### src/rtl/srgb_ser_pkg.sv
package srgb_ser_pkg;
  localparam int unsigned NSLOT = 3;

  // channel index carried by a byte slot: 0=R 1=G 2=B
  function automatic logic [1:0] slot_chan(input logic [2:0] order, input logic [1:0] slot);
    logic [5:0] map;
    case (order)
      3'd1:    map = {2'd1, 2'd2, 2'd0};
      3'd2:    map = {2'd2, 2'd0, 2'd1};
      3'd3:    map = {2'd0, 2'd2, 2'd1};
      3'd4:    map = {2'd1, 2'd0, 2'd2};
      3'd5:    map = {2'd0, 2'd1, 2'd2};
      default: map = {2'd2, 2'd1, 2'd0};
    endcase
    return map[slot*2 +: 2];
  endfunction
endpackage

### src/rtl/srgb_timing.sv
module srgb_timing #(
  parameter int unsigned HW = 10,
  parameter int unsigned VW = 10
) (
  input  logic          clk_i,
  input  logic          rst_ni,
  input  logic [HW-1:0] hpw_i,
  input  logic [HW-1:0] hbp_i,
  input  logic [HW-1:0] hact_i,
  input  logic [HW-1:0] hfp_i,
  input  logic [VW-1:0] vpw_i,
  input  logic [VW-1:0] vbp_i,
  input  logic [VW-1:0] vact_i,
  input  logic [VW-1:0] vfp_i,
  output logic [1:0]    slot_o,
  output logic          hsync_o,
  output logic          vsync_o,
  output logic          de_o,
  output logic          ready_o
);
  logic [1:0]    slot_q;
  logic [HW-1:0] h_q, h_nx, h_tot, h_beg, h_end;
  logic [VW-1:0] v_q, v_nx, v_tot, v_beg, v_end;
  logic          h_last, v_last, wrap;

  assign h_tot  = hpw_i + hbp_i + hact_i + hfp_i;
  assign h_beg  = hpw_i + hbp_i;
  assign h_end  = h_beg + hact_i;
  assign v_tot  = vpw_i + vbp_i + vact_i + vfp_i;
  assign v_beg  = vpw_i + vbp_i;
  assign v_end  = v_beg + vact_i;
  assign h_last = (h_q == h_tot - 1'b1);
  assign v_last = (v_q == v_tot - 1'b1);
  assign wrap   = (slot_q == 2'd2);

  always_comb begin
    h_nx = h_last ? '0 : h_q + 1'b1;
    v_nx = v_q;
    if (h_last) v_nx = v_last ? '0 : v_q + 1'b1;
  end

  always_ff @(posedge clk_i or negedge rst_ni) begin
    if (!rst_ni) begin
      slot_q <= 2'd0;
      h_q    <= '0;
      v_q    <= '0;
    end else begin
      slot_q <= wrap ? 2'd0 : slot_q + 2'd1;
      if (wrap) begin
        h_q <= h_nx;
        v_q <= v_nx;
      end
    end
  end

  assign slot_o  = slot_q;
  assign hsync_o = (h_q < hpw_i);
  assign vsync_o = (v_q < vpw_i);
  assign de_o    = (h_q >= h_beg) && (h_q < h_end) && (v_q >= v_beg) && (v_q < v_end);
  assign ready_o = wrap && (h_nx >= h_beg) && (h_nx < h_end) && (v_nx >= v_beg) && (v_nx < v_end);

  p_slot_range_r2: assert property (@(posedge clk_i) disable iff (!rst_ni) slot_q <= 2'd2);
  p_h_hold_r2: assert property (@(posedge clk_i) disable iff (!rst_ni)
    (slot_q != 2'd2) |=> $stable(h_q));
  p_hs_edge_r3: assert property (@(posedge clk_i) disable iff (!rst_ni)
    !$stable(hsync_o) |-> (slot_q == 2'd0));
  p_vs_edge_r3: assert property (@(posedge clk_i) disable iff (!rst_ni)
    !$stable(vsync_o) |-> (slot_q == 2'd0));
  p_de_span_r4: assert property (@(posedge clk_i) disable iff (!rst_ni)
    (de_o && slot_q != 2'd2) |=> de_o);
endmodule

### src/rtl/srgb_pix_hold.sv
module srgb_pix_hold #(
  parameter int unsigned PW = 24
) (
  input  logic          clk_i,
  input  logic          rst_ni,
  input  logic          ready_i,
  input  logic          valid_i,
  input  logic [PW-1:0] pix_i,
  input  logic          de_i,
  input  logic [1:0]    slot_i,
  output logic [PW-1:0] pix_o,
  output logic          ok_o,
  output logic          underrun_o
);
  logic [PW-1:0] pix_q;
  logic          ok_q, under_q;

  always_ff @(posedge clk_i or negedge rst_ni) begin
    if (!rst_ni) begin
      pix_q   <= '0;
      ok_q    <= 1'b0;
      under_q <= 1'b0;
    end else begin
      if (ready_i) begin
        ok_q <= valid_i;
        if (valid_i) pix_q <= pix_i;
      end
      if (de_i && !ok_q) under_q <= 1'b1;
    end
  end

  assign pix_o      = pix_q;
  assign ok_o       = ok_q;
  assign underrun_o = under_q;

  p_ready_slot_r5: assert property (@(posedge clk_i) disable iff (!rst_ni)
    ready_i |-> (slot_i == 2'd2));
  p_hold_r6: assert property (@(posedge clk_i) disable iff (!rst_ni)
    !ready_i |=> $stable(pix_q));
  p_sticky_r8: assert property (@(posedge clk_i) disable iff (!rst_ni)
    under_q |=> under_q);
endmodule

### src/rtl/srgb_byte_mux.sv
module srgb_byte_mux
  import srgb_ser_pkg::*;
#(
  parameter int unsigned CW = 8
) (
  input  logic [3*CW-1:0] pix_i,
  input  logic            ok_i,
  input  logic            de_i,
  input  logic [1:0]      slot_i,
  input  logic [2:0]      order_i,
  output logic [CW-1:0]   byte_o
);
  logic [CW-1:0] chan [NSLOT];
  logic [CW-1:0] lane [NSLOT];

  for (genvar c = 0; c < NSLOT; c++) begin : g_chan
    assign chan[c] = pix_i[(NSLOT-1-c)*CW +: CW];
  end

  for (genvar s = 0; s < NSLOT; s++) begin : g_slot
    assign lane[s] = chan[slot_chan(order_i, 2'(s))];
  end

  always_comb begin
    byte_o = '0;
    if (de_i && ok_i) begin
      case (slot_i)
        2'd0:    byte_o = lane[0];
        2'd1:    byte_o = lane[1];
        default: byte_o = lane[2];
      endcase
    end
  end
endmodule

### src/rtl/srgb_serializer.sv
module srgb_serializer #(
  parameter int unsigned HW = 10,
  parameter int unsigned VW = 10,
  parameter int unsigned CW = 8
) (
  input  logic          clk_i,
  input  logic          rst_ni,
  input  logic [HW-1:0] cfg_hpw_i,
  input  logic [HW-1:0] cfg_hbp_i,
  input  logic [HW-1:0] cfg_hact_i,
  input  logic [HW-1:0] cfg_hfp_i,
  input  logic [VW-1:0] cfg_vpw_i,
  input  logic [VW-1:0] cfg_vbp_i,
  input  logic [VW-1:0] cfg_vact_i,
  input  logic [VW-1:0] cfg_vfp_i,
  input  logic [2:0]    order_i,
  input  logic [3*CW-1:0] pix_i,
  input  logic          pix_valid_i,
  output logic          pix_ready_o,
  output logic [CW-1:0] data_o,
  output logic          hsync_o,
  output logic          vsync_o,
  output logic          de_o,
  output logic          underrun_o
);
  localparam int unsigned PW = 3 * CW;

  logic [1:0]    slot;
  logic          ready, de, ok;
  logic [PW-1:0] held;

  srgb_timing #(.HW(HW), .VW(VW)) u_timing (
    .clk_i, .rst_ni,
    .hpw_i(cfg_hpw_i), .hbp_i(cfg_hbp_i), .hact_i(cfg_hact_i), .hfp_i(cfg_hfp_i),
    .vpw_i(cfg_vpw_i), .vbp_i(cfg_vbp_i), .vact_i(cfg_vact_i), .vfp_i(cfg_vfp_i),
    .slot_o(slot), .hsync_o, .vsync_o, .de_o(de), .ready_o(ready)
  );

  srgb_pix_hold #(.PW(PW)) u_hold (
    .clk_i, .rst_ni, .ready_i(ready), .valid_i(pix_valid_i), .pix_i,
    .de_i(de), .slot_i(slot), .pix_o(held), .ok_o(ok), .underrun_o
  );

  srgb_byte_mux #(.CW(CW)) u_mux (
    .pix_i(held), .ok_i(ok), .de_i(de), .slot_i(slot), .order_i, .byte_o(data_o)
  );

  assign de_o        = de;
  assign pix_ready_o = ready;

  p_idle_zero_r7: assert property (@(posedge clk_i) disable iff (!rst_ni)
    !de_o |-> (data_o == '0));
endmodule

### config.mk
export PLATFORM = sky130hd
export DESIGN_NAME = srgb_serializer
export DESIGN_NICKNAME = d
export VERILOG_FILES = /design/src/rtl/srgb_ser_pkg.sv /design/src/rtl/srgb_timing.sv /design/src/rtl/srgb_pix_hold.sv /design/src/rtl/srgb_byte_mux.sv /design/src/rtl/srgb_serializer.sv
export SDC_FILE = /design/constraint.sdc
export NUM_CORES = 1
export LEC_CHECK = 0
export BUFFER_PORTS_ARGS = -buffer_cell sky130_fd_sc_hd__buf_2
export CAP_MARGIN = 20
export CORE_UTILIZATION = 50
export CTS_CLUSTER_SIZE = 28
export DETAILED_ROUTE_END_ITERATION = 12
export MAX_ROUTING_LAYER = met4
export PLACE_DENSITY = 0.69
export SLEW_MARGIN = 20
export SYNTH_ARGS = -nofsm -noshare
export SYNTH_HDL_FRONTEND = slang
export SYNTH_SLANG_ARGS = --single-unit
export TNS_END_PERCENT = 20
### constraint.sdc
create_clock -name clk_i -period 13.5 [get_ports clk_i]
set_input_delay 0.675 -clock clk_i [delete_from_list [all_inputs] [get_ports clk_i]]
set_output_delay 0.675 -clock clk_i [all_outputs]
set_load 0.05 [all_outputs]
==> results.cfg <==
[final_layout]
areaGrowthSynthToFinish_pct = 11.1
drive_gt1_share_pct = 17.6
diodes = 0
layout_commonest_cell = ha_1
nNetsFinal = 1362
fin_area_um2 = 9160
mostFrequentLayoutCells = 162 x ha_1, 122 x buf_2, 111 x inv_1, 64 x nand2_1

[logic_synthesis]
ys_dominant_reg_cell = dfrtp_1
synth_seq_cells = 48
syn_avg_cell_area_um2 = 8.40
synth_cell_type_count = 71
synth_edf_count = 0
syn_nets = 1260
synth_area_um2 = 8240
async_flop_share_pct = 100
synth_warnings = 0
synthCells = 982
ys_seq_area_share_pct = 14.6

[die]
fp.dieArea_um2 = 17000
initial_utilization_pct = 51.5
die_x_um = 130
pin_count = 123
die_h_um = 130
floorplan.rows = 46
core-area_um2 = 16000

[route]
via_per_inst = 5.54
avgRoutedWirePerCell_um = 15.0
drtIter0Drc = 518
drt_first_pass_iters = 4
drc = 0
drt_wl_total_mm = 19.5
detail-route-antenna-nets = 0
vias = 7208

[power]
clkPwrFrac_pct = 9.5
intPower_uw = 672
switching_share_pct = 46.7
sequentialPowerShare_pct = 17.9
leakage_uw = 0.00479
power.density_nw_per_um2 = 138
vdd_ir_drop_max_mv = 0.125
switchingPower_uw = 588
p_comb_share_pct = 72.6

[sta]
period_share_pct = 69.5
post-route-min-period_ps = 9380
slew_headroom_pct = 42.7
rsz0062_at_grt = no
clock.fmax_mhz = 107
worst_pin_slew_ps = 860
whs_ps = 480
hold_violations = 0
slew_violations = 0
clock_skew_ps = 8.23
fin_tns_setup_ps = 0
finalSetupViolCount = 0

[worst_setup_path]
critPathSlowestCell = or4_1
cp.required_ps = 12820
r2r_setup_slack_ps = 7700
critPathCaptureType = primary output
cpPeakStageDelay_ps = 600
crit_arrival_ps = 8700
cp-start-kind = primary input
worstSetupPathType = primary input to primary output
crit_fanout = 12

[placement]
dp_hpwl_mm = 15.8
placed_area_um2 = 9020
io_buffers = 122
place.gp.congestion = 0.888

[cts]
root_buffer = clkbuf_16
clock_sinks = 48
cts_setup_buffers = 0
cts_hold_buf = 0
cts_tree = yes
clock_path_buffers = 2
path_clk_slew_ps = 60
cts.repair.resized = 0
clk_latency_ps = 290
cts_buffers = 5
cts.htree.levels = 2

[global_route]
met1_usage_pct = 32.8
global_route.usage.met3_pct = 1.83
grt_usage_pct = 24.5
busiest_layer = met2
grt_pass1_vias = 6772
met2_usage_pct = 40.5
antenna_found_initial = 0
grt_overflow_total = 0
grt_pass1_wl_mm = 32.6
grt_max_degree = 52

[run]
drv_cap = 0

[run_status]
run_status = completed

[worst_hold_path]
hp-class = flop to flop
==> routing by layer <==
layer	vias to the layer above	wire [µm]
li1	3741	-
met1	3261	9390
met2	186	9050
met3	20	728
met4	0	307
met5	-	0
==> final timing paths <==
| kind | depth (start not counted) | startpoint | endpoint |
|---|---|---|---|
| max in group asynchronous | 2 | rst_ni | u_timing.slot_o[0] |
| min reg2reg | 1 | u_hold.underrun_o | u_hold.underrun_o |
| min | 1 | u_hold.underrun_o | u_hold.underrun_o |
| max | 36 | cfg_hpw_i[0] | pix_ready_o |
| max reg2reg | 21 | u_timing.h_q[7] | u_hold.pix_o[0] |
| min in group asynchronous | 2 | rst_ni | u_hold.pix_o[20] |
==> state kept, by name (all words and copies together) (netlist names) <==
| name | count |
|---|---|
| u_hold.pix_o | 24 |
| u_timing.h_q | 10 |
| u_timing.v_q | 10 |
| u_timing.slot_o | 2 |
| u_hold.ok_o | 1 |
| u_hold.underrun_o | 1 |
==> power groups by stage <==
stage	registers, µW	clock network [µW]	logic, µW
finish	226	120	914
global route	233	130	1040
CTS	226	123	916
detailed placement	228	0	908
global placement	228	0	893
floorplan	209	0	732
==> per-stage QoR <==
stage	utilization [%]	power (µW)	worst slack, ps	instances
after floorplan	-	941	4920	982
after global placement	56.4	1120	4430	1293
after detailed placement	56.4	1140	4160	1293
after CTS	57.2	1260	4130	1300
after global routing	57.2	1400	3560	1300
final	57.2	1260	4120	1300
==> area by class of cell <==
| class | instances | area (µm²) |
|---|---|---|
| clock inverters | 2 | 12.5 |
| multi-input cells | 792 | 6490 |
| inverters | 111 | 417 |
| clock buffers | 5 | 125 |
| flip-flops and latches | 48 | 1200 |
| well taps | 216 | 270 |
| repair buffers | 126 | 641 |
| fillers | 1529 | 6840 |
==> synthesized netlist by cell type, types with 15 or more instances <==
master	number	area, µm²
a211oi_1	18	135
nor2_1	54	203
mux2_4	20	300
nand3_1	15	75.1
xnor2_1	44	385
a21oi_1	48	240
mux2_2	24	270
ha_1	162	2030
dfrtp_1	48	1200
nand2b_1	31	194
inv_1	111	417
o21ai_0	49	245
xor2_1	37	324
clkbuf_1	20	75.1
a21o_1	54	405
nand2_1	64	240
==> logic make-up (layout without fill, tap and decap cells) <==
group | Yosys count | count (layout) | synth area share, %
compound gates | 281 | 281 | 23.6
mux | 45 | 45 | 7.06
xor+xnor | 83 | 83 | 9.21
simple gates | 215 | 215 | 12.8
flops | 48 | 48 | 14.6
buf+inv | 142 | 244 | 6.71
fa+ha+maj | 168 | 168 | 26.0
==> worst max-delay path: cells and delay by family <==
family	cells	cell delay [ps]
AOI/OAI and AO/OA	16	2680
and+or+nand+nor	6	1920
adders and majority gates	6	1760
buffers and inverters	5	870
xor gates and xnor gates	3	810
No activity file was read; power rests on OpenSTA's default activity.
